`src/rtl/qburst2_sram.sv`:
```
module qburst2_sram #(
  parameter int ADDR_W = 4,
  parameter int DATA_W = 32,
  parameter int BYTE_W = 8,
  parameter int C_LAG  = 1
) (
  input  logic                     clk,
  input  logic                     rst_n,
  output logic                     k_slot,
  input  logic                     c_tied_hi,
  input  logic                     rd_n,
  input  logic                     wr_n,
  input  logic [ADDR_W-1:0]        addr,
  input  logic [DATA_W-1:0]        wdata,
  input  logic [DATA_W/BYTE_W-1:0] bwe_n,
  output logic [DATA_W-1:0]        q,
  output logic                     q_valid
);
  localparam int NB    = DATA_W / BYTE_W;
  localparam int DEPTH = 1 << ADDR_W;

  function automatic logic [DATA_W-1:0] merge(input logic [DATA_W-1:0] old_w,
                                               input logic [DATA_W-1:0] new_w,
                                               input logic [NB-1:0]     en);
    logic [DATA_W-1:0] r;
    for (int i = 0; i < NB; i++)
      r[i*BYTE_W +: BYTE_W] = en[i] ? new_w[i*BYTE_W +: BYTE_W] : old_w[i*BYTE_W +: BYTE_W];
    return r;
  endfunction

  logic              ph;
  logic              rcmd, wcmd;
  logic [ADDR_W-1:0] raddr;
  logic [DATA_W-1:0] wd0;
  logic [NB-1:0]     wm0;

  logic              bv;
  logic [ADDR_W-1:0] ba;
  logic [DATA_W-1:0] bd0, bd1;
  logic [NB-1:0]     bm0, bm1;

  logic [DATA_W-1:0] mem0 [DEPTH];
  logic [DATA_W-1:0] mem1 [DEPTH];

  logic [DATA_W-1:0] rd0, rd1, hold, sq;
  logic              rv, hv, sv;
  logic              hit;

  assign k_slot = ~ph;
  assign hit    = bv && (ba == raddr);

  always_ff @(posedge clk) begin
    if (rst_n && ph && wcmd && bv) begin
      mem0[ba] <= merge(mem0[ba], bd0, bm0);
      mem1[ba] <= merge(mem1[ba], bd1, bm1);
    end
  end

  always_ff @(posedge clk) begin
    if (!rst_n) begin
      ph    <= 1'b0;
      rcmd  <= 1'b0;
      wcmd  <= 1'b0;
      raddr <= '0;
      wd0   <= '0;
      wm0   <= '0;
      bv    <= 1'b0;
      ba    <= '0;
      bd0   <= '0;
      bd1   <= '0;
      bm0   <= '0;
      bm1   <= '0;
      rd0   <= '0;
      rd1   <= '0;
      rv    <= 1'b0;
      hold  <= '0;
      hv    <= 1'b0;
      sq    <= '0;
      sv    <= 1'b0;
    end else begin
      ph <= ~ph;
      if (!ph) begin
        rcmd  <= ~rd_n;
        wcmd  <= ~wr_n;
        raddr <= addr;
        wd0   <= wdata;
        wm0   <= ~bwe_n;
        sq    <= hold;
        sv    <= hv;
      end else begin
        sq   <= rv ? rd0 : '0;
        sv   <= rv;
        hold <= rv ? rd1 : '0;
        hv   <= rv;
        rv   <= rcmd;
        if (rcmd) begin
          rd0 <= merge(mem0[raddr], bd0, hit ? bm0 : '0);
          rd1 <= merge(mem1[raddr], bd1, hit ? bm1 : '0);
        end
        if (wcmd) begin
          bv  <= 1'b1;
          ba  <= addr;
          bd0 <= wd0;
          bd1 <= wdata;
          bm0 <= wm0;
          bm1 <= ~bwe_n;
        end
      end
    end
  end

  generate
    if (C_LAG > 0) begin : g_lag
      logic [DATA_W-1:0] dq [C_LAG];
      logic [C_LAG-1:0]  dv;
      always_ff @(posedge clk) begin
        if (!rst_n) begin
          dv <= '0;
          for (int i = 0; i < C_LAG; i++) dq[i] <= '0;
        end else begin
          dq[0] <= sq;
          dv[0] <= sv;
          for (int i = 1; i < C_LAG; i++) begin
            dq[i] <= dq[i-1];
            dv[i] <= dv[i-1];
          end
        end
      end
      assign q       = c_tied_hi ? sq : dq[C_LAG-1];
      assign q_valid = c_tied_hi ? sv : dv[C_LAG-1];
    end else begin : g_nolag
      assign q       = sq;
      assign q_valid = sv;
    end
  endgenerate
endmodule

```
`config.mk`:
```
export PLATFORM = sky130hd
export DESIGN_NAME = qburst2_sram
export DESIGN_NICKNAME = d
export VERILOG_FILES = /design/src/rtl/qburst2_sram.sv
export SDC_FILE = /design/constraint.sdc
export NUM_CORES = 1
export LEC_CHECK = 0
export CAP_MARGIN = 25
export CORE_ASPECT_RATIO = 0.8
export CORE_MARGIN = 2
export CORE_UTILIZATION = 40
export CTS_BUF_LIST = sky130_fd_sc_hd__clkbuf_4
export DETAILED_ROUTE_END_ITERATION = 10
export SETUP_SLACK_MARGIN = 0.2
export SKIP_CTS_REPAIR_TIMING = 1
export SKIP_LAST_GASP = 1
export SLEW_MARGIN = 20
export SYNTH_ARGS = -nofsm -noshare
export SYNTH_HDL_FRONTEND = slang
export SYNTH_SLANG_ARGS = --single-unit
```
`constraint.sdc`:
```
create_clock -name clk -period 3 [get_ports clk]
set_clock_uncertainty 0.1 [all_clocks]
set_input_delay 0.6 -clock clk [delete_from_list [all_inputs] [get_ports clk]]
set_output_delay 0.6 -clock clk [all_outputs]
set_load 0.01 [all_outputs]
```
Word-level counts from Yosys, hierarchy flattened
Memories as Yosys holds them, arrays and structs flattened. A register that Yosys moved wholly into a read port is not among the register bits.
Index checks and enable logic that the tools add are counted.

storage, ports and cells
  register bits = 251
  bits in latches = 0
  bits in writable memories = 1056
  memory bits (read-only) = 0
  output and inout bits = 34
  word-level logic and storage cells = 83
  memories = 3

operators by class
  add/subtract/negate cells = 0
  multiply operators = 0
  div/mod/pow operators = 0
  magnitude comparators = 0
  equal/unequal tests = 9
  shift operators = 0
  mux-type cells = 33
  bitwise logic cells = 4
  reduce and logical (&&, ||, !) cells = 15

memory list
  name      words  width  read ports  clocked after memory_dff  wr ports  line  RTL
  mem0      16     32     1           1                         1         42    logic [DATA_W-1:0] mem0 [DEPTH];
  mem1      16     32     1           1                         1         43    logic [DATA_W-1:0] mem1 [DEPTH];
  g_lag.dq  1      32     1           0                         1         114   logic [DATA_W-1:0] dq [C_LAG];

operators by type and width
  kind                                          number
  32-bit 2-to-1 mux                             5
  8-bit 2-to-1 mux                              16
  32-bit OR reduction                           1
  4-bit 2-to-1 mux                              6
  2-bit AND reduction                           10
  1-bit inequality test, second input constant  8
  1-bit 2-to-1 mux                              6
  4-bit equality test                           1
  1-bit logical AND                             4
  4-bit NOT                                     1
  1-bit NOT                                     3

Logic depth before layout (Yosys ltp)
Gate-level depths: netlist of run 1.

  word-level depth = 6
  gate-level depth with buffers = 9
  mapped depth without buffers = 5

Worst setup path before layout of run 1
Ideal clock, no wire load.

  path kind = input port to flip-flop
  start point = in rst_n
  end point = mem mem1[11][10] (enable)
  library setup time = 0.370 ns
  arrival time = 1.787 ns
  required time = 2.530 ns
  setup slack = 0.743 ns
  cell stages on the path = 5
  cells stage by stage = and4_1 -> clkbuf_1 -> nand2_1 -> clkbuf_1 -> nor2_1

between the ends
  longest elaborated chain between the ends = 6

ends and longest elaborated chain
  item                                    line  RTL
  start, declared                         8     input logic rst_n,
  1-bit logical AND (3 in series)         53    if (rst_n && ph && wcmd && bv) begin
  1-bit 2-to-1 mux                        53
  1-bit 2-to-1 mux (not written as such)  55    mem1[ba] <= merge(mem1[ba], bd1, bm1);
  2-bit AND reduction (no source line)    -
  end, declared                           43

Every way passes these cells.

Worst setup path in the final report of run 1
  start point = reg sq[13]
  end point = out q[13]

between the ends
  longest elaborated chain between the ends = 1

ends and longest elaborated chain
  item                    line  RTL
  start, declared         45    logic [DATA_W-1:0] rd0, rd1, hold, sq;
  start signal, assigned  88    sq <= hold;
  start signal, assigned  91    sq <= rv ? rd0 : '0;
  32-bit 2-to-1 mux       129   assign q = c_tied_hi ? sq : dq[C_LAG-1];
  end, declared           16    output logic [DATA_W-1:0] q,

Every way passes these cells.

==> results.yml, run 1 <==
grt:
  grt_pass1_vias: 29400
  antenna_found_initial: 8
  grt_use_total: 0.214
  grt_pass1_wl_um: 201000
  grt_max_degree: 137
  grt_overflow: 0
timing:
  timing.final.crit_period_ns: 2.67
  rsz0062_at_grt: "false"
  finalSetupViolCount: 0
  fmax_ghz: 0.374
  hold_viol_final: 0
  max-slew-margin-rel: 0.263
  tightest_slew_ns: 1.11
  drv_slew: 0
  finalCritPeriodShare: 0.890
clock_network:
  cts_buffers: 327
  cts_sinks: 1311
  cts_tree: "done"
  htree_levels: 5
  clk_root_buffer_cell: "clkbuf_4"
  cts_buffer_depth: 4
  clk_pin_slew_ns: 0.08
  worstSkewPairLatency_ns: 1.22
final_layout:
  drive_above_1_share: 0.293
  layoutNonFillerInstCount: 5319
  fin_util: 0.471
  num-nets-final: 3462
  area_delta_synth_final_pct: 17.0
route:
  first_pass_iters: 7
  num_vias: 29600
  wirelength_um: 138000
  drc: 0
  vias_per_cell: 5.56
  detail-route-antenna-nets: 0
  first_iter_violations: 3077
  wl_per_cell_um: 26.0
floorplan:
  die-height_um: 321
  rows: 116
  ios: 79
  fp.dieArea_um2: 129000
  floorplan.initialDensity: 0.403
  fp.coreArea_um2: 125000
  chipWidth_um: 400
power:
  p_leak_nw: 20.2
  p_per_area_nw_per_um2: 619
  peakVddDrop_uv: 357
placed_design:
  dp.cells: 4710
  io_buffers: 78
  dp_hpwl_um: 88800
  gp_congestion: 0.843
yosys:
  ys_warn_count: 0
  syn_avg_cell_area_um2: 17.1
  synth_seq_cells: 1311
  netlist_instances: 2935
  mappedNetlistNets: 2980
  synth_seq_area_share: 0.726
  synthFlopType: "edfxtp_1"
  ys_types: 46
  syn_area_um2: 50300
  synth_edf_count: 1024
  async_flop_share: 0
critical_path:
  startpoint_type: "flip-flop"
  crit_start: "sq[13]"
  rr_worst_depth: 6
  setup.worst_path.class: "reg -> out"
  worstSetupEndpoint: "q[13]"
  timing.rr.end: "rd1[9]"
  worstSetupEndpointType: "output pin"
  rrSetupSlack_ns: 0.40
  required_ns: 2.30
  crit_path_max_fanout: 2
  critPathArrivalTime_ns: 1.97
outcome:
  status: "complete, no violations"
run:
  cap_violations: 0
worst_hold_path:
  min_path_type: "in -> reg"
## worst max-delay path, stage by stage, from the launching register on
cell and delay (ns):
dfxtp_1 0.33, mux2_2 0.28, dlymetal6s2s_1 0.18
## how the worst min path moves through the flow
| stage | start | endpoint | depth (start not counted) | slack, ns |
|---|---|---|---|---|
| 3_5_place_dp | sq[30] | g_lag.dq[0][30] | 1 | 0.35 |
| 6_report | wdata[8] | bd1[8] | 3 | 0.01 |
| 5_1_grt | wdata[8] | bd1[8] | 3 | 0.005 |
| 3_3_place_gp | wm0[3] | bm0[3] | 2 | 0.35 |
| 2_1_floorplan | sq[0] | g_lag.dq[0][0] | 1 | 0.32 |
| 4_1_cts | rst_n | g_lag.dq[0][18] | 2 | -0.49 |
## Yosys cell counts (6+ instances only)
library cell / number / area, um^2
o21ai_1: 9 / 45.0
mux2i_1: 172 / 1720
mux2_2: 89 / 1000
and3_1: 9 / 56.3
a211oi_1: 21 / 158
o21ai_0: 74 / 370
buf_4: 8 / 60.1
nor2_1: 166 / 623
a22o_1: 64 / 561
nand2_1: 213 / 800
dfxtp_1: 287 / 5750
nand3_1: 13 / 65.1
a21oi_1: 75 / 375
buf_2: 27 / 135
a221oi_1: 52 / 455
buf_6: 16 / 180
buf_1: 23 / 86.3
nor2b_1: 44 / 275
o2111a_1: 7 / 78.8
a21boi_0: 77 / 578
and4_1: 7 / 61.3
clkbuf_1: 117 / 439
and2_1: 40 / 250
edfxtp_1: 1024 / 30700
o211a_1: 6 / 60.1
o221ai_1: 63 / 552
mux4_2: 188 / 4230
## cell usage in the layout, fill, tap and decap left out, types with 34 or more instances in the layout
cell             Yosys  layout
a21boi_0            77      77
a21oi_1             75      75
a221oi_1            52      52
a22o_1              64      64
and2_1              40      38
buf_4                8     217
clkbuf_4             0     505
clkdlybuf4s50_1      0      42
clkinv_1             0      51
dfxtp_1            287     277
dlymetal6s2s_1       0      34
edfxtp_1          1024    1024
mux2_2              89      89
mux2i_1            172     172
mux4_2             188     188
nand2_1            213     211
nor2_1             166     166
nor2b_1             44      42
o21ai_0             74      74
o221ai_1            63      63
## layer usage
layer | wire, um | track usage
met1 | 61400 | 0.321
met4 | 2310 | 0.0684
met5 | 0 | 0
met3 | 15700 | 0.0619
met2 | 58900 | 0.298
## cell type report
cell class	count	area (um^2)
fill	10700	66000
sequential	1311	36500
multi-input combinational	1424	12700
clock buffer	505	3790
timing repair buffer	352	3330
tap	1652	2070
clock inverter	68	349
antenna	6	15.0
inverter	1	3.75
## power breakdown
part | leakage (nW) | internal, mW | switching, mW
combinational | 5.91 | 0.813 | 0.962
clock | 2.50 | 7.90 | 7.07
sequential | 11.8 | 19.5 | 0.218
## through the flow
stage / hold slack, ns / power [mW] / instance area (um^2) / setup TNS (ns) / worst slack, ns
final: 0.0130 / 36.4 / 58800 / 0 / 0.329
after global routing: 0.00482 / 37.8 / 58800 / 0 / 0.225
after CTS: -0.488 / 36.7 / 58400 / -3.40 / -0.162
after detailed placement: 0.347 / 21.8 / 54300 / 0 / 0.342
after global placement: 0.347 / 21.8 / 54300 / 0 / 0.435
after floorplan: 0.324 / 21.1 / 50300 / 0 / 0.743
## state kept, by name (all words and copies together) (netlist names), 4 cells and up, named ones only
| name | count |
|---|---|
| ba | 4 |
| bd0 | 32 |
| bd1 | 32 |
| bm0 | 4 |
| bm1 | 4 |
| g_lag.dq | 32 |
| hold | 32 |
| mem0 | 512 |
| mem1 | 512 |
| raddr | 4 |
| rd0 | 32 |
| rd1 | 32 |
| sq | 32 |
| wd0 | 32 |
| wm0 | 4 |
## cell families (layout without fill, tap and decap cells)
group,after synthesis,in the layout,share of synthesized area
simple gates,498,498,0.0433
flops,1311,1311,0.726
compound gates,469,469,0.0684
mux,453,453,0.141
other cells,0,6,0
buf+inv,200,926,0.0208
xor+xnor,4,4,0.000847
Note: power is estimated with default switching activity, not from simulation.
==> run 2: changes to the inputs <==
==> constraint.sdc (replaced) <==
create_clock -name clk -period 3 [get_ports clk]
set_clock_uncertainty 0.1 [all_clocks]
set_input_delay 0.9 -clock clk [delete_from_list [all_inputs] [get_ports clk]]
set_output_delay 0.9 -clock clk [all_outputs]
set_load 0.01 [all_outputs]
==> run 2 against run 1 <==
Sequential cell count unchanged. First-iteration DRC count up 15%. Global-route usage down 0.27 points. Critical path type unchanged. Critical endpoint is now q[9].
==> results.yml, run 2 (synthesis results as in run 1) <==
outcome:
  status: "complete, no violations"
final_layout:
  num-nets-final: 3438
  drive_above_1_share: 0.311
  area_delta_synth_final_pct: 16.4
  final_cell_mix: "edfxtp_1 (1024), clkbuf_4 (504), dfxtp_1 (251)"
  nFillCells: 10800
  largest_registers: "mem0 x512, mem1 x512"
  final_common_cell: "edfxtp_1"
  fin_area_um2: 58500
timing:
  tightest_slew_ns: 1.12
  max-slew-margin-rel: 0.251
  hold_viol_final: 0
  timing.final.crit_period_ns: 2.95
  setup_slack_ns: 0.0548
  rsz0062_at_grt: "true"
  fmax_ghz: 0.340
  drv_slew: 0
  finalCritPeriodShare: 0.982
  finalSetupViolCount: 0
critical_path:
  required_ns: 2.00
  timing.critical_path.buf_inv: 1
  critPathMaxStageDelay_ns: 0.38
  critPathArrivalTime_ns: 1.95
  worstSetupEndpointType: "output pin"
  worstPathCellList: "mux2_2 > clkbuf_2"
  critPathTopFamily: "flip-flops"
  crit_path_max_fanout: 2
  setup.worst_path.class: "reg -> out"
  cpMaxStageDelayCell: "dfxtp_4"
  startpoint_type: "flip-flop"
floorplan:
  die-height_um: 321
  ios: 79
  fp.dieArea_um2: 129000
  rows: 116
  chipWidth_um: 400
  floorplan.initialDensity: 0.403
  fp.coreArea_um2: 125000
placed_design:
  dp_hpwl_um: 87700
  placed_area_um2: 54200
  pre_cts_slack_ns: -0.0842
  gp_congestion: 0.838
  io_buffers: 78
power:
  p_per_area_nw_per_um2: 618
  p_leak_nw: 19.6
  peakVddDrop_uv: 343
grt:
  grt_pass1_vias: 29700
  antenna_found_initial: 6
  grt_use_total: 0.211
  grt_overflow: 0
  grt_pass1_wl_um: 199000
  grt_max_degree: 124
route:
  first_iter_violations: 3544
  drc: 0
  wl_per_cell_um: 25.8
  first_pass_iters: 8
  wirelength_um: 136000
  vias_per_cell: 5.59
  detail-route-antenna-nets: 0
  num_vias: 29600
clock_network:
  clk_root_buffer_cell: "clkbuf_4"
  htree_levels: 5
  worstSkewPairLatency_ns: 1.20
  cts_sinks: 1311
  cts_buffers: 330
  cts_tree: "done"
  cts_buffer_depth: 4
  clk_pin_slew_ns: 0.07
worst_hold_path:
  min_path_type: "in -> reg"
run:
  cap_violations: 0
run 2: changes by cell type in the layout (fill, tap and decap cells not counted), moves of 11 or more:
cell            previous run  this run
buf_6                      1        20
clkbuf_2                   0        14
mux2_2                    89        71
dfxtp_4                    5        20
mux2_4                     0        18
dlygate4sd3_1             30         1
dlymetal6s2s_1            34         1
dfxtp_2                    5        16
dfxtp_1                  277       251
run 2: worst paths after layout:
kind	end	cells past startpoint	from	slack (ns)
worst max-delay path	q[9]	2	sq[9]	0.05
worst max register to register	mem1[10][4]	5	ba[1]	0.30
worst min-delay path	ba[0]	3	addr[0]	0.24
worst min register to register	g_lag.dq[0][21]	1	sq[21]	0.35
run 2: area by class of cell:
class                           instances  area (um^2)  area share
Clock inverter                         77          333     0.00569
Tap cell                             1652         2070      0.0353
Sequential cell                      1311        36600       0.625
Clock buffer                          504         3780      0.0647
Inverter                                1         3.75   0.0000641
Multi-Input combinational cell       1424        12800       0.219
Timing Repair Buffer                  325         2920      0.0499
Antenna cell                            4         10.0    0.000171
run 2: power by group:
| group | leakage (nW) | switching, mW | total, mW | internal, mW |
|---|---|---|---|---|
| Clock | 2.49 | 6.99 | 14.7 | 7.73 |
| Sequential | 11.8 | 0.221 | 19.7 | 19.5 |
| Combinational | 5.29 | 0.960 | 1.75 | 0.788 |
run 2: per-stage QoR:
| stage | power, mW | util | hold WS, ns | TNS (ns) | cells |
|---|---|---|---|---|---|
| detailed placement | 21.8 | 0.435 | 0.354 | -1.39 | 4709 |
| CTS | 36.5 | 0.468 | -0.230 | -15.61 | 5290 |
| finish | 36.1 | 0.469 | 0.244 | 0 | 5298 |
| global placement | 21.8 | 0.435 | 0.350 | -1.29 | 4709 |
| floorplan | 21.1 | - | 0.324 | 0 | 2935 |
| global route | 37.5 | 0.469 | 0.196 | -0.561 | 5297 |
run 2: tightest hold or removal path: stages:
cell and delay, ns:
clkdlybuf4s50_1 0.44, nand2_1 0.07, a21boi_0 0.07
run 2: layer usage:
layer / wire length, um / track usage / vias to the layer above
li1: - / - / 12700
met1: 60700 / 0.317 / 15200
met2: 59100 / 0.302 / 1550
met3: 14300 / 0.0522 / 202
met4: 2390 / 0.0669 / 6
met5: 46 / 0 / -
